===== src/rtl/mw_pkg.sv =====
package mw_pkg;

    localparam int LN_CS     = 0;
    localparam int LN_SK     = 1;
    localparam int LN_SI     = 2;
    localparam int LN_SO     = 3;
    localparam int NUM_LINES = 4;

    typedef enum logic [1:0] {
        WIN_IDLE = 2'd0,
        WIN_OPEN = 2'd1,
        WIN_XFER = 2'd2,
        WIN_POLL = 2'd3
    } win_mode_e;

    typedef enum logic [1:0] {
        WARN_NONE     = 2'd0,
        WARN_CLK_HIGH = 2'd1,
        WARN_NO_START = 2'd2
    } warn_e;

    typedef struct packed {
        win_mode_e mode;
        logic      bit_open;
        logic      first;
        logic      cur_si;
        logic      cur_so;
        logic      bit_v;
        logic      out_si;
        logic      out_so;
        logic      out_start;
        logic      stat_v;
        logic      out_ready;
        logic      out_final;
        logic      warn_v;
        warn_e     warn_code;
    } core_state_s;

endpackage


===== src/rtl/mw_sync.sv =====
module mw_sync #(
    parameter int WIDTH  = 4,
    parameter int STAGES = 2
) (
    input  logic             clk,
    input  logic             rst_n,
    input  logic [WIDTH-1:0] async_i,
    output logic [WIDTH-1:0] sync_o
);

    localparam int LAST = STAGES - 1;

    logic [WIDTH-1:0] stage_d [STAGES];
    logic [WIDTH-1:0] stage_q [STAGES];

    always_comb begin
        stage_d[0] = async_i;
        for (int s = 1; s < STAGES; s++) begin
            stage_d[s] = stage_q[s-1];
        end
    end

    generate
        for (genvar g = 0; g < STAGES; g++) begin : g_stage
            always_ff @(posedge clk or negedge rst_n) begin
                if (!rst_n) begin
                    stage_q[g] <= '0;
                end else begin
                    stage_q[g] <= stage_d[g];
                end
            end
        end
    endgenerate

    assign sync_o = stage_q[LAST];

endmodule


===== src/rtl/mw_edge.sv =====
module mw_edge #(
    parameter int WIDTH = 4
) (
    input  logic             clk,
    input  logic             rst_n,
    input  logic [WIDTH-1:0] level_i,
    output logic [WIDTH-1:0] rise_o,
    output logic [WIDTH-1:0] fall_o
);

    logic [WIDTH-1:0] prev_d;
    logic [WIDTH-1:0] prev_q;

    always_comb begin
        prev_d = level_i;
    end

    always_ff @(posedge clk or negedge rst_n) begin
        if (!rst_n) begin
            prev_q <= '0;
        end else begin
            prev_q <= prev_d;
        end
    end

    generate
        for (genvar g = 0; g < WIDTH; g++) begin : g_line
            assign rise_o[g] = level_i[g] & ~prev_q[g];
            assign fall_o[g] = ~level_i[g] & prev_q[g];
        end
    endgenerate

endmodule


===== src/rtl/mw_core.sv =====
module mw_core
    import mw_pkg::*;
#(
    parameter int IDX_W = 16
) (
    input  logic             clk,
    input  logic             rst_n,
    input  logic             cs_lvl,
    input  logic             cs_rise,
    input  logic             cs_fall,
    input  logic             sk_lvl,
    input  logic             sk_rise,
    input  logic             sk_fall,
    input  logic             si_lvl,
    input  logic             so_lvl,
    input  logic             so_rise,
    output logic             bit_valid,
    output logic             bit_si,
    output logic             bit_so,
    output logic             is_start_bit,
    output logic [IDX_W-1:0] bit_index,
    output logic             status_valid,
    output logic             status_ready,
    output logic             status_final,
    output logic             warn_valid,
    output logic [1:0]       warn_code
);

    localparam logic [IDX_W-1:0] IDX_ONE = {{(IDX_W-1){1'b0}}, 1'b1};

    core_state_s       st_d, st_q;
    logic [IDX_W-1:0]  idx_d, idx_q;
    logic [IDX_W-1:0]  oidx_d, oidx_q;
    logic              so_at_close;

    // Device bit for a bit closed by select: a clock fall seen in the same
    // cycle as the select fall still counts as the latest sample.
    assign so_at_close = sk_fall ? so_lvl : st_q.cur_so;

    always_comb begin
        st_d        = st_q;
        idx_d       = idx_q;
        oidx_d      = oidx_q;
        st_d.bit_v  = 1'b0;
        st_d.stat_v = 1'b0;
        st_d.warn_v = 1'b0;

        unique case (st_q.mode)
            WIN_IDLE: begin
                if (cs_rise) begin
                    st_d.mode     = WIN_OPEN;
                    st_d.bit_open = 1'b0;
                    st_d.first    = 1'b1;
                    st_d.cur_si   = 1'b0;
                    st_d.cur_so   = 1'b0;
                    idx_d         = '0;
                    if (sk_lvl) begin
                        st_d.warn_v    = 1'b1;
                        st_d.warn_code = WARN_CLK_HIGH;
                    end
                end
            end

            WIN_OPEN: begin
                if (cs_fall) begin
                    st_d.mode      = WIN_IDLE;
                    st_d.stat_v    = 1'b1;
                    st_d.out_ready = so_lvl;
                    st_d.out_final = 1'b1;
                end else if (sk_rise && si_lvl) begin
                    st_d.mode     = WIN_XFER;
                    st_d.bit_open = 1'b1;
                    st_d.cur_si   = si_lvl;
                end else begin
                    if (sk_rise) begin
                        st_d.mode      = WIN_POLL;
                        st_d.warn_v    = 1'b1;
                        st_d.warn_code = WARN_NO_START;
                    end
                    if (so_rise) begin
                        st_d.stat_v    = 1'b1;
                        st_d.out_ready = 1'b1;
                        st_d.out_final = 1'b0;
                    end
                end
            end

            WIN_XFER: begin
                if (cs_fall) begin
                    st_d.mode     = WIN_IDLE;
                    st_d.bit_open = 1'b0;
                    if (!sk_lvl && st_q.bit_open) begin
                        st_d.bit_v     = 1'b1;
                        st_d.out_si    = st_q.cur_si;
                        st_d.out_so    = so_at_close;
                        st_d.out_start = st_q.first;
                        oidx_d         = idx_q;
                    end
                end else if (sk_rise) begin
                    st_d.bit_v     = 1'b1;
                    st_d.out_si    = st_q.cur_si;
                    st_d.out_so    = st_q.cur_so;
                    st_d.out_start = st_q.first;
                    oidx_d         = idx_q;
                    idx_d          = idx_q + IDX_ONE;
                    st_d.first     = 1'b0;
                    st_d.cur_si    = si_lvl;
                end else if (sk_fall) begin
                    st_d.cur_so = so_lvl;
                end
            end

            WIN_POLL: begin
                if (cs_fall) begin
                    st_d.mode      = WIN_IDLE;
                    st_d.stat_v    = 1'b1;
                    st_d.out_ready = so_lvl;
                    st_d.out_final = 1'b1;
                end else if (so_rise) begin
                    st_d.stat_v    = 1'b1;
                    st_d.out_ready = 1'b1;
                    st_d.out_final = 1'b0;
                end
            end

            default: st_d.mode = WIN_IDLE;
        endcase
    end

    always_ff @(posedge clk or negedge rst_n) begin
        if (!rst_n) begin
            st_q   <= '{mode: WIN_IDLE, warn_code: WARN_NONE, default: 1'b0};
            idx_q  <= '0;
            oidx_q <= '0;
        end else begin
            st_q   <= st_d;
            idx_q  <= idx_d;
            oidx_q <= oidx_d;
        end
    end

    assign bit_valid    = st_q.bit_v;
    assign bit_si       = st_q.out_si;
    assign bit_so       = st_q.out_so;
    assign is_start_bit = st_q.out_start;
    assign bit_index    = oidx_q;
    assign status_valid = st_q.stat_v;
    assign status_ready = st_q.out_ready;
    assign status_final = st_q.out_final;
    assign warn_valid   = st_q.warn_v;
    assign warn_code    = st_q.warn_code;

    // records and poll reports are exclusive
    a_r10_bit_stat_excl: assert property (@(posedge clk) disable iff (!rst_n)
        !(bit_valid && status_valid));

    // a record strobe lasts a single cycle
    a_r10_bit_pulse: assert property (@(posedge clk) disable iff (!rst_n)
        bit_valid |=> !bit_valid);

    // the start record always carries index zero
    a_r6_start_index_zero: assert property (@(posedge clk) disable iff (!rst_n)
        (bit_valid && is_start_bit) |-> (bit_index == '0));

    // records only come out of a window classed as a transfer
    a_r9_bits_only_xfer: assert property (@(posedge clk) disable iff (!rst_n)
        bit_valid |-> $past(st_q.mode) == WIN_XFER);

    // a non-final poll report always means ready
    a_r7_nonfinal_ready: assert property (@(posedge clk) disable iff (!rst_n)
        (status_valid && !status_final) |-> status_ready);

    // a final report leaves the monitor waiting for the next window
    a_r8_final_idle: assert property (@(posedge clk) disable iff (!rst_n)
        (status_valid && status_final) |-> st_q.mode == WIN_IDLE);

    // clock-high warning appears only as a window opens
    a_r2_clk_warn_open: assert property (@(posedge clk) disable iff (!rst_n)
        (warn_valid && warn_code == WARN_CLK_HIGH) |-> st_q.mode == WIN_OPEN);

    // missing start bit forces a poll window
    a_r3_nostart_poll: assert property (@(posedge clk) disable iff (!rst_n)
        (warn_valid && warn_code == WARN_NO_START) |-> st_q.mode == WIN_POLL);

    // select rise is only acted on while idle, and a window ends on select fall
    a_r1_close_on_fall: assert property (@(posedge clk) disable iff (!rst_n)
        (cs_fall && st_q.mode != WIN_IDLE) |=> st_q.mode == WIN_IDLE);

endmodule


===== src/rtl/mw_monitor.sv =====
module mw_monitor
    import mw_pkg::*;
#(
    parameter int IDX_W       = 16,
    parameter int SYNC_STAGES = 2
) (
    input  logic             clk,
    input  logic             rst_n,
    input  logic             mw_cs,
    input  logic             mw_sk,
    input  logic             mw_si,
    input  logic             mw_so,
    output logic             bit_valid,
    output logic             bit_si,
    output logic             bit_so,
    output logic             is_start_bit,
    output logic [IDX_W-1:0] bit_index,
    output logic             status_valid,
    output logic             status_ready,
    output logic             status_final,
    output logic             warn_valid,
    output logic [1:0]       warn_code
);

    logic [NUM_LINES-1:0] raw_lines;
    logic [NUM_LINES-1:0] sync_lines;
    logic [NUM_LINES-1:0] line_rise;
    logic [NUM_LINES-1:0] line_fall;

    always_comb begin
        raw_lines        = '0;
        raw_lines[LN_CS] = mw_cs;
        raw_lines[LN_SK] = mw_sk;
        raw_lines[LN_SI] = mw_si;
        raw_lines[LN_SO] = mw_so;
    end

    mw_sync #(
        .WIDTH  (NUM_LINES),
        .STAGES (SYNC_STAGES)
    ) u_sync (
        .clk     (clk),
        .rst_n   (rst_n),
        .async_i (raw_lines),
        .sync_o  (sync_lines)
    );

    mw_edge #(
        .WIDTH (NUM_LINES)
    ) u_edge (
        .clk     (clk),
        .rst_n   (rst_n),
        .level_i (sync_lines),
        .rise_o  (line_rise),
        .fall_o  (line_fall)
    );

    mw_core #(
        .IDX_W (IDX_W)
    ) u_core (
        .clk          (clk),
        .rst_n        (rst_n),
        .cs_lvl       (sync_lines[LN_CS]),
        .cs_rise      (line_rise[LN_CS]),
        .cs_fall      (line_fall[LN_CS]),
        .sk_lvl       (sync_lines[LN_SK]),
        .sk_rise      (line_rise[LN_SK]),
        .sk_fall      (line_fall[LN_SK]),
        .si_lvl       (sync_lines[LN_SI]),
        .so_lvl       (sync_lines[LN_SO]),
        .so_rise      (line_rise[LN_SO]),
        .bit_valid    (bit_valid),
        .bit_si       (bit_si),
        .bit_so       (bit_so),
        .is_start_bit (is_start_bit),
        .bit_index    (bit_index),
        .status_valid (status_valid),
        .status_ready (status_ready),
        .status_final (status_final),
        .warn_valid   (warn_valid),
        .warn_code    (warn_code)
    );

endmodule


===== config.mk =====
export PLATFORM = sky130hd
export DESIGN_NAME = mw_monitor
export DESIGN_NICKNAME = d
export VERILOG_FILES = /design/src/rtl/mw_pkg.sv /design/src/rtl/mw_sync.sv /design/src/rtl/mw_edge.sv /design/src/rtl/mw_core.sv /design/src/rtl/mw_monitor.sv
export SDC_FILE = /design/constraint.sdc
export NUM_CORES = 1
export LEC_CHECK = 0
export BUFFER_PORTS_ARGS = -buffer_cell sky130_fd_sc_hd__buf_2
export CAP_MARGIN = 20
export CORE_MARGIN = 2
export CORE_UTILIZATION = 50
export DETAILED_ROUTE_END_ITERATION = 6
export HOLD_SLACK_MARGIN = 0.15
export PLACE_DENSITY_LB_ADDON = 0.3
export SYNTH_ARGS = -nofsm -noshare
export SYNTH_HDL_FRONTEND = slang
export SYNTH_SLANG_ARGS = --single-unit

===== constraint.sdc =====
create_clock -name clk -period 2.6 [get_ports clk]
set_clock_uncertainty 0.15 [all_clocks]
set_input_delay 0.39 -clock clk [delete_from_list [all_inputs] [get_ports clk]]
set_output_delay 0.39 -clock clk [all_outputs]
set_load 0.02 [all_outputs]

* Word level (Yosys, flattened, before mapping)
Cells that the tools add are included.
Cells by class: $add $sub $neg 1, equal/unequal tests 17, bitwise gates (word level) 10, reduce and logical (&&, ||, !) cells 17, multiplexer cells 40
Operators with widths (count):
- $mux 16 | 6
- $pmux 16 s2 | 1
- $mux 3 | 9
- $add 16x1->16 const B | 1
- $mux 4 | 4
- $mux 6 | 2
- $ne 2x1->1 const B | 6
- $ne 2x2->1 const B | 6
- $pmux 3 s2 | 2
- $reduce_and 4->1 | 3
- $reduce_and 6->1 | 2
- $mux 2 | 5
- $pmux 2 s4 | 1
- $reduce_bool 2->1 | 4
- $mux 1 | 6
- $pmux 1 s3 | 2
- $and 1x1->1 | 5
- $not 1->1 | 5
- $reduce_and 5->1 | 1
- $eq 2x2->1 const B | 2
- $ne 4x1->1 const B | 1
- $pmux 1 s2 | 2
- $ne 3x2->1 const B | 1
- $reduce_and 3->1 | 1
- other kinds (6) | 7
Word-level totals: word-level logic and storage cells 104, flip-flop bits (word level) 60, output and inout port bits 26

* Logic depth before layout (Yosys ltp)
word-level depth 6, mapped depth 8, gate-level depth less buffers 7

* Hierarchy
Synthesis repeated with hierarchy kept, for this count alone.
Second synthesis, totals: cell total of the unflattened synthesis 235, area, all modules 2672.6 um^2
Modules (own cells, without submodules):
- mw_core | instances 1, cells each 215, area an instance 2322.2 um^2, sequential area each 1201.2 um^2
- mw_sync | instances 1, cells each 8, area an instance 200.2 um^2, sequential area each 200.2 um^2
- mw_edge | instances 1, cells each 12, area an instance 150.1 um^2, sequential area each 100.1 um^2

* Worst setup path after synthesis
No wires, ideal clock.
path type flip-flop to flip-flop, start reg u_core.st_q[14] (netlist bit), end reg u_core.idx_q[15], slack 0.628 ns, stages on the path, launching flop included 9, data arrival time 1.744 ns, clock period less this slack 1.972 ns, library setup time 0.078 ns, path buffers 1, cells stage by stage dfrtp_1 inv_1 ha_1 buf_2 nor2_1 nand3_2 a21o_1 or3_1 a21oi_1
On the way: cells in the longest elaborated chain, start to end 3, elaborated cells on any way between the ends 8, those cells by class eq/ne (4); mux (1); reduce/logical (3)
RTL lines:
- from (decl) | line mw_core.sv:31 | core_state_s st_d, st_q;
- from (signal assigned) | line mw_core.sv:136 | st_q <= st_d;
- $eq 2x2->1 / $logic_not 2->1 (equally long branches) | line mw_core.sv:48 | unique case (st_q.mode)
- $ne 2x2->1 (no line), or another cell as far along
- $reduce_and 4->1 (no line)
- to (signal assigned) | line mw_core.sv:137 | idx_q <= idx_d;
- to (decl) | line mw_core.sv:32 | logic [IDX_W-1:0] idx_d, idx_q;
Several ways; a longest one is shown, not always the timed one. A chain may end at the register's enable or synchronous reset.

* Final worst setup path
start reg u_core.st_q[14] (netlist bit), end reg u_core.idx_q[7]
The elaborated chain is that of the path after synthesis.

==> results.json <==
{
  "status": "finished, final reports clean",
  "cts_tree": "built",
  "antenna_cells": 0,
  "drt_wl_total_um": 5230,
  "clk_path_buf_depth": 2,
  "drc_errors": 0,
  "finalCriticalPeriod_ns": 2.39,
  "stdcell_count": 367,
  "power.total_mw": 2.62,
  "rr_worst_depth": 7,
  "required_ns": 2.66,
  "synth.distinct_cells": 51,
  "synthToLayoutAreaGrowth_pct": 18.3,
  "final_cell_mix": "dfrtp_1 (59), buf_2 (31), nor2_1 (25)",
  "holdPathStages": 0,
  "cts_buffers": 9,
  "grt_pass1_vias": 1894,
  "dieArea_mm2": 0.00611,
  "insertion_delay_ns": 0.33,
  "drt_iter0_drc": 130,
  "drv_cap": 0,
  "grt_first_pass_wirelength_um": 8870,
  "period_share_pct": 92.0,
  "io_buffers": 31,
  "final_area_mm2": 0.00325,
  "dp.cells": 346,
  "critPathArrivalTime_ns": 2.45,
  "clk_pin_slew_worst_paths_ns": 0.06,
  "cts-hold-fix-buffers": 5,
  "grt_setup_unrepaired": "false",
  "gr-total-overflow": 0,
  "ys_seq_elements": 59,
  "grt_start_max_net_pins": 36,
  "detail_route.first_pass.iterations": 4,
  "fmax_mhz": 418,
  "fin_util_pct": 62.5,
  "synth-edff-count": 0,
  "drv_slew": 0,
  "worstPathMaxFanout": 10,
  "crit_type": "reg2reg",
  "ir_worst_vdd_uv": 510,
  "setup_viol": 0,
  "rows": 26,
  "avgSynthCellArea_um2": 11.0,
  "min_to": "u_sync.sync_o[1]",
  "vias": 1990,
  "routabilityCongestion": 0.864,
  "dieWidth_um": 78.1,
  "start_util_pct": 52.8,
  "hp-start": "u_sync.stage_d[1]",
  "synth_cells": 250,
  "cp-end-kind": "flip-flop",
  "cts_root_buffer": "clkbuf_8",
  "yosysWarnings": 0,
  "cts_resized": 0,
  "relSlewSlack_pct": 61.9,
  "fin_nets": 304,
  "track_usage_pct": 18.9,
  "hold_viol_final": 0,
  "cts_setup_buffers": 0,
  "p_leak_nw": 1.58,
  "antenna_found_initial": 0,
  "r2r_slack_ns": 0.21,
  "coreArea_mm2": 0.00520,
  "final_common_cell": "dfrtp_1",
  "dp_hpwl_um": 3540,
  "wire_per_inst_um": 14.2,
  "cts_sinks": 59,
  "final_layout_size_suffix_gt1_share_pct": 26.3,
  "setup_tns_ns": 0,
  "synth_nets": 261,
  "worst_pin_slew_ns": 0.571,
  "dpl_cell_area_mm2": 0.00299,
  "boundaryPins": 32,
  "vias_per_cell": 5.42,
  "synth_area_mm2": 0.00275,
  "cts_max_level": 3,
  "synth-async-reset-ratio_pct": 100,
  "ys.flop_type": "dfrtp_1",
  "yosysSeqAreaShare_pct": 53.7,
  "ant_nets": 0,
  "worstReg2RegStart": "u_core.st_q[14]",
  "timing.rr.end": "u_core.idx_q[7]",
  "powerDensity_mw_per_mm2": 807,
  "critPathLaunchType": "flip-flop",
  "holdCritPathClass": "reg2reg",
  "die_h_um": 78.1
}
-- final cells by class --
cell class / count / area [um2]
repair buffers: 43 / 278
flip-flops and latches: 59 / 1480
inverters: 7 / 26.3
clock inverters: 2 / 35.0
multi-input cells: 173 / 1190
clock buffers: 13 / 159
fillers: 444 / 1950
well taps: 70 / 87.6
-- worst max-delay path, stage by stage (launching register included) --
cell      delay [ns]
dfrtp_1         0.40
inv_1           0.11
ha_1            0.42
inv_1           0.22
o2111a_1        0.33
nor2_2          0.27
nor4_1          0.09
a311o_1         0.27
-- synth_stat cells (all sizes together), types with 2 or more instances --
master	instances	area, um2
dfrtp	59	1480
nor2	27	106
nand2	20	75.1
mux2	19	214
o21ai	17	88.8
a21oi	11	55.1
nand3	8	45.0
inv	7	26.3
buf	6	37.5
nand2b	6	37.5
xor2	6	52.6
clkbuf	5	18.8
ha	5	62.6
xnor2	5	43.8
a211oi	4	30.0
and3	4	25.0
nand4	3	18.8
o2111a	3	33.8
a21o	2	15.0
a31oi	2	12.5
and2b	2	17.5
and4	2	17.5
nor3b	2	15.0
nor4	2	18.8
o2111ai	2	35.0
o21bai	2	15.0
o22ai	2	12.5
o32ai	2	17.5
-- per-layer routing --
| metal | wire length [um] | share of wire [%] | global-route usage [%] |
|---|---|---|---|
| met5 | 0 | 0 | 0 |
| met4 | 89 | 1.7 | 9.47 |
| met3 | 295 | 5.6 | 5.17 |
| met2 | 2290 | 44 | 27.1 |
| met1 | 2550 | 49 | 26.5 |
-- worst max path at each step --
stage	from	slack (ns)	cells after the start	endpoint
after floorplan	u_core.st_q[14]	0.63	8	u_core.idx_q[15]
after global placement	u_core.st_q[14]	0.24	7	u_core.idx_q[7]
after detailed placement	u_core.st_q[14]	0.24	7	u_core.idx_q[14]
after CTS	u_core.st_q[14]	0.19	7	u_core.idx_q[14]
after global routing	u_core.st_q[14]	0.01	7	u_core.idx_q[6]
final	u_core.st_q[14]	0.21	7	u_core.idx_q[7]
-- state kept, by name, summed over array words and instances, names as in the netlist --
register / flops
u_core.bit_index: 16
u_core.idx_q: 16
u_core.st_q: 6
u_sync.stage_d: 4
u_sync.sync_o: 4
u_edge.prev_q: 3
u_core.warn_code: 2
u_core.bit_si: 1
u_core.bit_so: 1
u_core.bit_valid: 1
u_core.is_start_bit: 1
u_core.status_final: 1
u_core.status_ready: 1
u_core.status_valid: 1
u_core.warn_valid: 1
-- where the power goes --
group,total [mW],internal [mW],switching (mW)
sequential,1.09,1.02,0.0698
combinational,0.717,0.277,0.439
clock,0.818,0.489,0.329
-- logic make-up (layout without fill, tap and decap cells) --
group | Yosys count | after routing | share of synthesized area (%)
simple gates | 81 | 81 | 14.8
buf+inv | 18 | 65 | 3.00
compound gates | 56 | 56 | 14.5
fa+ha+maj | 5 | 5 | 2.28
flops | 59 | 59 | 53.7
xor+xnor | 11 | 11 | 3.50
mux | 20 | 20 | 8.15
-- stage by stage --
stage,hold WS (ns),setup WS (ns)
after global placement,0.182,0.243
after global routing,0.202,0.0136
after detailed placement,0.186,0.240
after floorplan,-0.0556,0.628
final,0.200,0.209
after CTS,0.201,0.191
Power figures use the tool's default switching activity.
